--- config.mk ---
export PLATFORM = sky130hd
export DESIGN_NAME = i2cm_run_ctrl
export DESIGN_NICKNAME = d
export VERILOG_FILES = /design/src/rtl/i2cm_run_ctrl.sv
export SDC_FILE = /design/constraint.sdc
export NUM_CORES = 1
export LEC_CHECK = 0
export BUFFER_PORTS_ARGS = -buffer_cell sky130_fd_sc_hd__buf_4
export CAP_MARGIN = 15
export CORE_AREA = 4 4 41 43
export DETAILED_ROUTE_END_ITERATION = 10
export DIE_AREA = 0 0 45 47
export HOLD_SLACK_MARGIN = 0.15
export PLACE_DENSITY = 0.71
export SYNTH_ARGS = -nofsm -noshare
export SYNTH_HDL_FRONTEND = slang
export SYNTH_SLANG_ARGS = --single-unit
--- constraint.sdc ---
create_clock -name clk -period 1.2 [get_ports clk]
set_input_delay 0.06 -clock clk [delete_from_list [all_inputs] [get_ports clk]]
set_output_delay 0.06 -clock clk [all_outputs]
set_load 0.005 [all_outputs]
--- src/rtl/i2cm_run_ctrl.sv ---
module i2cm_run_ctrl #(
  parameter bit ASYNC_BUS_CLK = 1'b1
) (
  input  logic       clk,
  input  logic       rst_n,
  input  logic       reg_wr,
  input  logic [2:0] reg_wdata,
  output logic [3:0] reg_rdata,
  input  logic       irq_clr,
  output logic       tx_abort_irq,
  input  logic       eng_idle,
  input  logic       eng_byte_done,
  input  logic       eng_xfer_done,
  input  logic       eng_rx_active,
  input  logic       txf_empty,
  output logic       txf_flush,
  output logic       rxf_flush,
  output logic       stop_req,
  output logic       nack_req,
  output logic       cmd_fetch_ok
);

  typedef enum logic [2:0] {
    S_OFF, S_RUN, S_ABT_WAIT, S_ABT_STOP, S_ABT_FLUSH, S_DRN_TX, S_DRN_RX, S_DRN_STOP
  } seq_t;

  seq_t st, st_nx;
  logic en_reg, abort_reg, hold_reg, en_req;

  always_ff @(posedge clk or negedge rst_n) begin
    if (!rst_n) begin
      en_reg    <= 1'b0;
      hold_reg  <= 1'b0;
      abort_reg <= 1'b0;
    end else begin
      if (reg_wr) begin
        en_reg   <= reg_wdata[0];
        hold_reg <= reg_wdata[2];
      end
      if (st == S_ABT_FLUSH)
        abort_reg <= 1'b0;
      else if (reg_wr && reg_wdata[1] && en_reg)
        abort_reg <= 1'b1;
    end
  end

  generate
    if (ASYNC_BUS_CLK) begin : g_sync
      logic [1:0] sync_q;
      always_ff @(posedge clk or negedge rst_n) begin
        if (!rst_n) sync_q <= 2'b00;
        else        sync_q <= {sync_q[0], en_reg};
      end
      assign en_req = sync_q[1];
    end else begin : g_direct
      assign en_req = en_reg;
    end
  endgenerate

  always_comb begin
    st_nx = st;
    case (st)
      S_OFF:       if (en_req) st_nx = S_RUN;
      S_RUN: begin
        if (abort_reg)            st_nx = S_ABT_WAIT;
        else if (!en_req) begin
          if (eng_idle)           st_nx = S_OFF;
          else if (eng_rx_active) st_nx = S_DRN_RX;
          else                    st_nx = S_DRN_TX;
        end
      end
      S_ABT_WAIT:  if (eng_idle || eng_xfer_done) st_nx = S_ABT_STOP;
      S_ABT_STOP:  st_nx = S_ABT_FLUSH;
      S_ABT_FLUSH: st_nx = S_RUN;
      S_DRN_TX:    if (eng_xfer_done || eng_idle) st_nx = S_DRN_STOP;
      S_DRN_RX:    if (eng_byte_done || eng_idle) st_nx = S_DRN_STOP;
      S_DRN_STOP:  st_nx = S_OFF;
      default:     st_nx = S_OFF;
    endcase
  end

  always_ff @(posedge clk or negedge rst_n) begin
    if (!rst_n) begin
      st           <= S_OFF;
      tx_abort_irq <= 1'b0;
    end else begin
      st <= st_nx;
      if (st == S_ABT_FLUSH)
        tx_abort_irq <= 1'b1;
      else if (irq_clr || (st == S_OFF && eng_idle))
        tx_abort_irq <= 1'b0;
    end
  end

  assign reg_rdata    = {st != S_OFF, hold_reg, abort_reg, en_reg};
  assign txf_flush    = (st == S_OFF) || (st == S_ABT_FLUSH);
  assign rxf_flush    = (st == S_OFF);
  assign stop_req     = (st == S_ABT_STOP) || (st == S_DRN_STOP);
  assign nack_req     = (st == S_DRN_RX);
  assign cmd_fetch_ok = (st == S_RUN) && en_req && !abort_reg && !hold_reg && !txf_empty;

  p_abort_gate_r3: assert property (@(posedge clk) disable iff (!rst_n)
    $rose(reg_rdata[1]) |-> $past(reg_rdata[0]));

  p_abort_sticky_r4: assert property (@(posedge clk) disable iff (!rst_n)
    (reg_rdata[1] && !txf_flush) |=> reg_rdata[1]);

  p_stop_single_r5: assert property (@(posedge clk) disable iff (!rst_n)
    stop_req |=> !stop_req);

  p_irq_after_flush_r5: assert property (@(posedge clk) disable iff (!rst_n)
    (txf_flush && !rxf_flush) |=> (tx_abort_irq && !reg_rdata[1]));

  p_graceful_off_r7: assert property (@(posedge clk) disable iff (!rst_n)
    $fell(reg_rdata[3]) |-> ($past(stop_req) || $past(eng_idle)));

  p_hold_blocks_r10: assert property (@(posedge clk) disable iff (!rst_n)
    reg_rdata[2] |-> !cmd_fetch_ok);

  p_nack_no_flush_r8: assert property (@(posedge clk) disable iff (!rst_n)
    nack_req |-> (!rxf_flush && !stop_req));

endmodule

Word-level counts from Yosys, hierarchy flattened. Index checks and enable logic that the tools add are counted.

Eq/ne operators: 12. Mux-type cells: 13. Reductions and logical operators: 20.

Operators by type and width (count): $pmux 3 s8 (1); $mux 3 (7); $eq 3x3->1 const B (4); $logic_and 1x1->1 (7); $eq 3x2->1 const B (2); $logic_or 1x1->1 (5); $reduce_and 5->1 (1); $mux 1 (4); $ne 2x1->1 const B (2); $ne 2x2->1 const B (2); $reduce_bool 2->1 (2); $eq 3x1->1 const B (1); $logic_not 1->1 (3); $logic_not 3->1 (1); $ne 3x3->1 const B (1); $reduce_bool 3->1 (1); $mux 2 (1).

Bits in registers: 9. Input port bits: 12. Output and inout port bits: 10. Word-level logic and storage cells: 51.

Longest topological paths before layout. Gate-level depths: netlist (run 1).

Word-level depth: 5. Gate-level depth with buffers: 4. Gate-level depth less buffers: 3.

Least setup slack after synthesis (run 1). Ideal clock, no wire load.

Path kind: flip-flop to flip-flop. Start: register st[2]. End: register st[0]. Library setup time: 0.126 ns. Arrival time: 0.932 ns. Required time: 1.074 ns. Path slack: 0.142 ns. Cell stages (with the launch flop): 3. Path buffers: 0. Period minus slack after synthesis: 1.058 ns. Path through: dfrtp_1 -> mux2_2 -> o311a_1.

Cells in the longest elaborated chain, start to end: 3. Elaborated cells on any way between the ends: 15. Classes of those cells: 12 x eq/ne; 1 x mux; 2 x reduce/logical.

Ends and longest elaborated chain: start, declared (RTL line 27) `seq_t st, st_nx;`; start signal, assigned (RTL line 87) `st <= st_nx;`; $eq 3x1->1, or another cell as far along (RTL line 62) `case (st)`; $ne 3x3->1 (no line), or another cell as far along; $reduce_and 5->1 (no line).

Parallel ways exist; a longest one is shown, timed or not. A chain may end at the register's enable or synchronous reset.

Worst setup path in the final report (run 1).
Start: register st[2]. End: output cmd_fetch_ok.

Cells in the longest elaborated chain, start to end: 5.

Ends and longest elaborated chain: $eq 3x1->1 (RTL line 100) `assign cmd_fetch_ok = (st == S_RUN) && en_req && !abort_reg && !hold_reg && !txf_empty;`; $logic_and 1x1->1 (4 in a row) (RTL line 100); end, declared (RTL line 20) `output logic cmd_fetch_ok`.

No other way between the ends.

==> out/summary.txt, run 1 <==
Status - finished with violations
Violated checks - negative setup slack
RSZ-0062 raised after global routing - yes
Worst Hold Depth - 3
Critical path type - reg -> out
Largest registers - st: 3 flops, g_sync.sync_q: 2 flops
EDFF count, synth - 0
DP Worst Slack - 0.0675 ns
Htree depth - 1
Total global routing overflow - 0
Yosys Warn Count - 0
Total track usage - 0.147
Max reg flops - 3
CTS root buf - clkbuf_4
CTS tree - yes
Switching power summed over all nets - 0.729 mW
Crit path launch type - register
Drt initial violations - 8
Crit-path max FO - 4
# fillers - 103
Nets - 101
Antenna violations before repair - 0
Slew Viols, Final - 0
Drt wl/cell - 13.1 um
Crit share post-route - 1.05
Worst min path class - in -> reg
Die Ht - 47 um
Synthesized area - 495 um^2
Synthesis-stage register bit count - 9
Hold Path Sink - st[0]
Reg2Reg Launch Point - st[2]
Share of total power in combinational logic - 0.615
Placer Congestion - 0.687
Worst slew margin - 0.710
Max Fclk - 794 MHz
Worst endpoint required time - 1.14 ns
Net Sw Frac - 0.369
CP delay by family, top - flip-flops
Number of cells on the worst reg-to-reg path - 6
DR vias/cell - 4.94
Drt total wl - 1.35 mm
Worst Slack Setup Final - -0.0598 ns
Asr flop ratio synth - 1.00
Post-route DRC - 0
Die area - 2120 um^2
Flop pwr share - 0.266
Post-synth cell types - 25
Synthesized net count - 61
Clock Skew - 0.00163 ns
Slowest cell on crit path - dfrtp_1
Hold path start - eng_byte_done
Vias in the first global route - 547
Post-synthesis sequential area ratio - 0.455
Die width - 45 um
I/O Buffers - 21
P_int - 1.25 mW
Layout cells sized above 1 - 0.568
Reg2Reg Capture Point - st[0]
Row count - 13
Largest net degree at the start of global routing - 10
IO Pins - 22
Synthesized area per cell - 10.1 um^2
Clock Power Share - 0.118
Commonest non-fill, non-tap cell in the layout - buf_4
Leak - 0.422 nW
Ant. Diodes - 0
Clk buf depth - 2
Num Clock Sinks - 9
Slowest Stage Delay on Critical Path - 0.39 ns
CP endpoint kind - output port
Largest Register - st
Floorplan core area - 1300 um^2
Setup slack, reg-to-reg - -0.01 ns
Routed Antenna Nets - 0
Via count - 509
Effective utilization at floorplan - 0.381
Most frequent cells in the layout - 27 x buf_4, 9 x dlygate4sd3_1, 8 x dfrtp_1
Synth-to-Final Area Change - 82.3%
Hold WS - 0.176 ns
Num CTS Buffers - 3
Max_cap viols - 0
Area occupied by multi-input gates - 272 um^2
Tmin final - 1.26 ns
Post-synthesis cell count - 49
Final setup vio count - 4
Sequential cell area - 226 um^2
Clk slew on worst S/H paths - 0.06 ns
Worst slew pin tran - 0.434 ns
VDD IR max - 1.02 mV
Clock latency on the worst-skew pair - 0.26 ns
Worst Path Arrival - 1.20 ns
Final Hold Vio Count - 0
DP HPWL - 816 um
First-pass GRT wire length - 2.25 mm
Worst Path Buf+Inv - 2
Sequence of cells on the critical path - buf_6 -> nor4_4 -> buf_4
Synth Flop Type - dfrtp_1
DRT Pass-1 Iters - 2
PD cells - 2180 nW/um^2
[cell families (layout without fill, tap and decap cells)]
| family | after synthesis | after routing | synth area share |
|---|---|---|---|
| flops | 9 | 9 | 0.455 |
| mux | 3 | 3 | 0.0682 |
| buf+inv | 9 | 48 | 0.111 |
| simple gates | 19 | 19 | 0.220 |
| compound gates | 9 | 9 | 0.146 |
[cell type report]
cell class,instances,share of cell area
multi-input cells,31,0.301
well taps,15,0.0208
clock buffers,4,0.0291
repair buffers,41,0.386
flip-flops and latches,9,0.251
inverters,3,0.0125
[worst max-delay path by stage]
| stage | startpoint | to | cells past startpoint | slack (ns) |
|---|---|---|---|---|
| global route | st[2] | cmd_fetch_ok | 3 | -0.13 |
| CTS | st[2] | cmd_fetch_ok | 3 | -0.07 |
| global placement | st[0] | st[0] | 2 | 0.11 |
| floorplan | st[2] | st[0] | 2 | 0.14 |
| finish | st[2] | cmd_fetch_ok | 3 | -0.06 |
| detailed placement | st[0] | st[0] | 2 | 0.07 |
[synthesized netlist by cell type (2+ instances only)]
cell	n	area share
mux2_2	3	0.068
buf_2	2	0.020
buf_4	3	0.045
inv_1	2	0.015
nor3_1	4	0.040
a21oi_1	2	0.020
dfrtp_1	9	0.45
nand2_1	3	0.023
nor2_1	5	0.038
[per-stage QoR]
| step | power [mW] | setup TNS, ns | util | instance area, um^2 | cells |
|---|---|---|---|---|---|
| 2_1_floorplan | 0.998 | 0 | - | 495 | 49 |
| 3_3_place_gp | 1.23 | 0 | 0.494 | 643 | 81 |
| 3_5_place_dp | 1.25 | 0 | 0.494 | 643 | 81 |
| 4_1_cts | 1.80 | -0.141 | 0.660 | 858 | 102 |
| 5_1_grt | 2.12 | -0.459 | 0.694 | 903 | 103 |
| 6_report | 1.97 | -0.0841 | 0.694 | 903 | 103 |
[timing repair]
action,CTS,global route
hold buffers,9,0
gates resized for setup,8,10
endpoints found under the setup margin,5,8
hold endpoints to repair,14,0
pin swaps,0,2
setup buffers,8,1
[power by group through the flow]
stage / clock network [mW] / logic, mW / registers, mW
finish: 0.234 / 1.21 / 0.525
CTS: 0.246 / 1.04 / 0.515
global placement: 0 / 0.702 / 0.532
floorplan: 0 / 0.537 / 0.461
detailed placement: 0 / 0.707 / 0.539
global route: 0.260 / 1.32 / 0.542
[metal layers]
metal | vias up | track usage | wire (um)
met5 | - | 0 | 0
met4 | 0 | 0.0702 | 0
met3 | 0 | 0.0345 | 78
met2 | 15 | 0.260 | 736
met1 | 247 | 0.166 | 539
li1 | 247 | - | -
[tightest hold or removal path, delay by kind of cell]
family          cells  cell delay [ns]
buf+inv             1             0.07
mux                 1             0.13
compound gates      1             0.13
No activity file was read; power rests on OpenSTA's default activity.
==> run 2, diff against run 1 <==
--- a/config.mk
+++ b/config.mk
@@ -11,7 +11,8 @@
 export DETAILED_ROUTE_END_ITERATION = 10
 export DIE_AREA = 0 0 45 47
 export HOLD_SLACK_MARGIN = 0.15
-export PLACE_DENSITY = 0.71
+export PLACE_DENSITY = 0.64
+export SETUP_SLACK_MARGIN = 0.1
 export SYNTH_ARGS = -nofsm -noshare
 export SYNTH_HDL_FRONTEND = slang
 export SYNTH_SLANG_ARGS = --single-unit
==> run 2 against run 1 <==
Effect of this change:
- highest routed layer unchanged
- largest cell class unchanged
- critical endpoint unchanged
- wire length is 11% higher
- hold slack improved by 0.0043 ns
- non-clock buffer count grew 3
- via count grew 2.8%
- the flow still finishes with violations (negative setup slack)
==> out/summary.txt, run 2 (same netlist as run 1, synthesis figures left out) <==
Total global routing overflow - 0
Max_cap viols - 0
Clock latency on the worst-skew pair - 0.26 ns
DR vias/cell - 4.93
Commonest non-fill, non-tap cell in the layout - buf_4
Slowest Stage Delay on Critical Path - 0.39 ns
Synth-to-Final Area Change - 88.9%
DRT Pass-1 Iters - 4
Drt total wl - 1.51 mm
Num CTS Buffers - 3
Worst endpoint required time - 1.14 ns
PD cells - 2230 nW/um^2
Worst Slack Setup Final - -0.0650 ns
Num Clock Sinks - 9
Final Hold Vio Count - 0
Hold WS - 0.181 ns
Hold path start - eng_byte_done
Status - finished with violations
Levels on crit path - 3
VDD IR max - 1.49 mV
Max Fclk - 790 MHz
Number of cells on the worst reg-to-reg path - 3
Floorplan core area - 1300 um^2
Reg2Reg Capture Point - st[0]
Ant. Diodes - 0
Nets - 104
Sequence of cells on the critical path - buf_6 -> nor4_4 -> buf_4
CP endpoint kind - output port
Slew Viols, Final - 0
Vias in the first global route - 555
Crit path launch type - register
Htree depth - 1
Worst slew margin - 0.826
Final setup vio count - 5
Worst Path Buf+Inv - 2
Drt wl/cell - 14.2 um
Die area - 2120 um^2
Worst min path class - in -> reg
Leak - 0.436 nW
Drt initial violations - 5
Largest registers - st: 3 flops, g_sync.sync_q: 2 flops
Clk buf depth - 2
Tmin final - 1.27 ns
Die Ht - 47 um
Clk slew on worst S/H paths - 0.06 ns
Post-route DRC - 0
# fillers - 104
Row count - 13
Routed Antenna Nets - 0
Violated checks - negative setup slack
Total track usage - 0.161
CP delay by family, top - flip-flops
First-pass GRT wire length - 2.33 mm
Critical path type - reg -> out
Worst Path Arrival - 1.21 ns
Effective utilization at floorplan - 0.381
Largest net degree at the start of global routing - 10
CTS tree - yes
Placer Congestion - 0.690
Hold Path Sink - st[0]
Tot Pwr - 2.08 mW
Crit share post-route - 1.05
Slowest cell on crit path - dfrtp_1
Area occupied by multi-input gates - 265 um^2
Setup slack, reg-to-reg - 0 ns
Via count - 523
CTS root buf - clkbuf_4
Clock Skew - 0.00198 ns
Layout cells sized above 1 - 0.604
Antenna violations before repair - 0
DP HPWL - 801 um
Max reg flops - 3
Worst Hold Depth - 3
Sequential cell area - 226 um^2
Worst slew pin tran - 0.261 ns
Most frequent cells in the layout - 26 x buf_4, 9 x dlygate4sd3_1, 9 x buf_6
Largest Register - st
Reg2Reg Launch Point - st[2]
Crit-path max FO - 4
I/O Buffers - 21
RSZ-0062 raised after global routing - yes
IO Pins - 22
Die width - 45 um
## run 2: through the flow
| stage | setup WS (ns) | setup TNS (ns) | instance area [um^2] | util | cells |
|---|---|---|---|---|---|
| global route | -0.133 | -0.562 | 936 | 0.719 | 106 |
| CTS | -0.0540 | -0.0860 | 893 | 0.687 | 103 |
| global placement | 0.0976 | 0 | 643 | 0.494 | 81 |
| floorplan | 0.142 | 0 | 495 | - | 49 |
| detailed placement | 0.0654 | 0 | 643 | 0.494 | 81 |
| finish | -0.0650 | -0.176 | 936 | 0.719 | 106 |
## run 2: tightest hold or removal path: stages
cell and delay, ns:
buf_4 0.08, mux2_2 0.13, o311a_1 0.14
## run 2: worst max path at each step
| stage | slack [ns] | to | startpoint |
|---|---|---|---|
| 2_1_floorplan | 0.14 | st[0] | st[2] |
| 3_3_place_gp | 0.1 | st[0] | st[0] |
| 3_5_place_dp | 0.07 | st[0] | st[0] |
| 4_1_cts | -0.05 | cmd_fetch_ok | st[2] |
| 5_1_grt | -0.13 | cmd_fetch_ok | st[2] |
| 6_report | -0.07 | cmd_fetch_ok | st[2] |
## run 2: cell type report
cell class,count,area share
timing repair buffer,44,0.413
clock buffer,3,0.0241
sequential,9,0.242
inverter,3,0.0120
multi-input combinational,31,0.283
clock inverter,1,0.00535
tap,15,0.0201
## run 2: metal layers
metal / wire length (um) / track usage / part of all wire / up-vias
li1: - / - / - / 254
met1: 539 / 0.160 / 0.36 / 252
met2: 897 / 0.316 / 0.60 / 17
met3: 69 / 0.0575 / 0.046 / 0
met4: 0 / 0.0351 / 0 / 0
met5: 0 / 0 / 0 / -
## run 2: what timing repair did
action,CTS,global route
hold buffers,9,1
hold endpoints to repair,14,6
pin swaps,4,5
setup endpoints to repair,7,19
setup buffers,9,3
resized for setup,16,5
## run 2: power breakdown
group | total [mW] | internal, mW | switching [mW]
clock | 0.231 | 0.123 | 0.108
sequential | 0.528 | 0.406 | 0.122
combinational | 1.32 | 0.801 | 0.522
total | 2.08 | 1.33 | 0.753
==> run 3, diff against run 2 <==
--- a/config.mk
+++ b/config.mk
@@ -5,13 +5,13 @@
 export SDC_FILE = /design/constraint.sdc
 export NUM_CORES = 1
 export LEC_CHECK = 0
-export BUFFER_PORTS_ARGS = -buffer_cell sky130_fd_sc_hd__buf_4
 export CAP_MARGIN = 15
 export CORE_AREA = 4 4 41 43
 export DETAILED_ROUTE_END_ITERATION = 10
 export DIE_AREA = 0 0 45 47
+export DONT_BUFFER_PORTS = 1
 export HOLD_SLACK_MARGIN = 0.15
-export PLACE_DENSITY = 0.64
+export PLACE_DENSITY = 0.5
 export SETUP_SLACK_MARGIN = 0.1
 export SYNTH_ARGS = -nofsm -noshare
 export SYNTH_HDL_FRONTEND = slang
==> run 3 against run 2 <==
Effect of this change:
- the flow still finishes with violations (negative setup slack)
- first-iteration DRC count shrank 20%
- setup slack gained 0.046 ns
- maximum frequency grew 3.8%
- hold slack lost 0.015 ns
- sequential share of layout area grew 6.1 points
- final cell count shrank 22%
- combinational power shrank 27%
- count of clock-buffer cells in the layout is the same
- critical path type unchanged
- largest power group unchanged
- highest routed layer is now met4
==> out/summary.txt, run 3 (same netlist as run 1, synthesis figures left out) <==
Clock Skew - 0.00921 ns
Clk buf depth - 2
Commonest non-fill, non-tap cell in the layout - dlygate4sd3_1
Crit path launch type - register
Worst Slack Setup Final - -0.0192 ns
Num CTS Buffers - 3
Vias in the first global route - 454
Metal-1 WL - 488 um
Cells after DPL - 61
Nets - 81
Crit share post-route - 1.02
Die area - 2120 um^2
Post-route DRC - 0
Ant. Diodes - 0
Num Clock Sinks - 9
Worst min path class - in -> async
Drt total wl - 1.38 mm
Worst endpoint required time - 1.14 ns
Flop pwr share - 0.334
Die Ht - 47 um
P_int - 1.09 mW
Max Fclk - 820 MHz
WL met2 - 778 um
CP endpoint kind - output port
Met3 WL - 100 um
RSZ-0062 raised after global routing - yes
Drt wl/cell - 16.6 um
Largest net degree at the start of global routing - 12
Final std cells w/o fill - 83
Max reg flops - 3
Most frequent cells in the layout - 10 x dlygate4sd3_1, 6 x dfrtp_1, 6 x buf_4
IO Pins - 22
Sum Neg Setup Slack - -0.0438 ns
Share of total power in combinational logic - 0.537
Worst Path Buf+Inv - 2
Max_cap viols - 0
Sequence of cells on the critical path - buf_6 -> nor3_4 -> buf_4
Final setup vio count - 4
Tot Pwr - 1.79 mW
Placer Congestion - 0.697
Net Sw Frac - 0.393
Htree depth - 1
First-pass GRT wire length - 1.96 mm
Crit-path max FO - 5
CTS root buf - clkbuf_4
DP HPWL - 883 um
Finished layout cell area - 757 um^2
Synth-to-Final Area Change - 52.8%
I/O Buffers - 0
Clk slew on worst S/H paths - 0.07 ns
DR vias/cell - 5.34
Violated checks - negative setup slack
Floorplan core area - 1300 um^2
Critical path type - reg -> out
Worst slew pin tran - 0.421 ns
Drt initial violations - 4
Placed Area - 493 um^2
DRT Pass-1 Iters - 2
Final Hold Vio Count - 0
Worst slew margin - 0.718
Routed Antenna Nets - 0
Antenna violations before repair - 0
VDD IR max - 0.965 mV
CTS tree - yes
Row count - 13
Switching power summed over all nets - 0.704 mW
CP delay by family, top - flip-flops
Largest Register - st
Slowest cell on crit path - dfrtp_1
Clock Power Share - 0.129
Status - finished with violations
Clock latency on the worst-skew pair - 0.26 ns
Via count - 443
Slowest Stage Delay on Critical Path - 0.42 ns
Tmin final - 1.22 ns
Layout cells sized above 1 - 0.456
PD cells - 2360 nW/um^2
Largest registers - st: 3 flops, g_sync.sync_q: 2 flops
Effective utilization at floorplan - 0.381
Slew Viols, Final - 0
Total global routing overflow - 0
Worst Path Arrival - 1.16 ns
Leak - 0.318 nW
Total track usage - 0.137
Max layer used - met4
Die width - 45 um
run 3: metal layers:
metal  up-vias  global-route usage
li1        208                   -
met1       219               0.152
met2        14               0.226
met3         2              0.0460
met4         0              0.0877
met5         -                   0
run 3: worst paths after layout:
kind | startpoint | to | slack (ns) | cells past startpoint
setup / recovery | st[2] | rxf_flush | -0.02 | 3
hold / removal | rst_n | st[2] | 0.17 | 1
setup reg to reg | st[2] | st[0] | -0.02 | 2
hold reg to reg | g_sync.sync_q[0] | g_sync.sync_q[1] | 0.35 | 0
max in group asynchronous | rst_n | st[0] | 0.71 | 1
min in group clk | eng_idle | st[1] | 0.19 | 3
run 3: repair_timing:
action                                  CTS  global route
buffers inserted                          4             3
endpoints found under the setup margin    8             8
pin swaps                                 3             1
hold endpoints to repair                 16             0
hold buffers                             10             0
cloned                                    0             1
resized for setup                        11             3
run 3: power groups by stage:
stage          registers [mW]  clock network (mW)  logic, mW
3_5_place_dp            0.576                   0      0.521
3_3_place_gp            0.568                   0      0.502
5_1_grt                 0.616               0.273       1.02
4_1_cts                 0.581               0.244      0.854
6_report                0.598               0.231      0.961
2_1_floorplan           0.461                   0      0.537
run 3: worst reg2reg max path, delay by kind of cell, from the launching register on:
kind	cells	cell delay, ns
multiplexers	1	0.36
AO/OA/AOI/OAI	1	0.31
flip-flops	1	0.41
run 3: area by class of cell:
type | count | area (um^2)
clock buffers | 3 | 22.5
clock inverters | 1 | 5.00
fillers | 113 | 544
inverters | 3 | 11.3
multi-input cells | 31 | 267
flip-flops and latches | 9 | 229
well taps | 15 | 18.8
repair buffers | 21 | 204
run 3: metrics by stage:
step / util / setup slack (ns) / hold slack (ns)
global placement: 0.379 / 0.0725 / -0.235
detailed placement: 0.379 / -0.00445 / -0.235
global route: 0.582 / -0.0897 / 0.160
CTS: 0.553 / -0.0145 / 0.159
floorplan: - / 0.142 / -0.236
finish: 0.582 / -0.0192 / 0.165
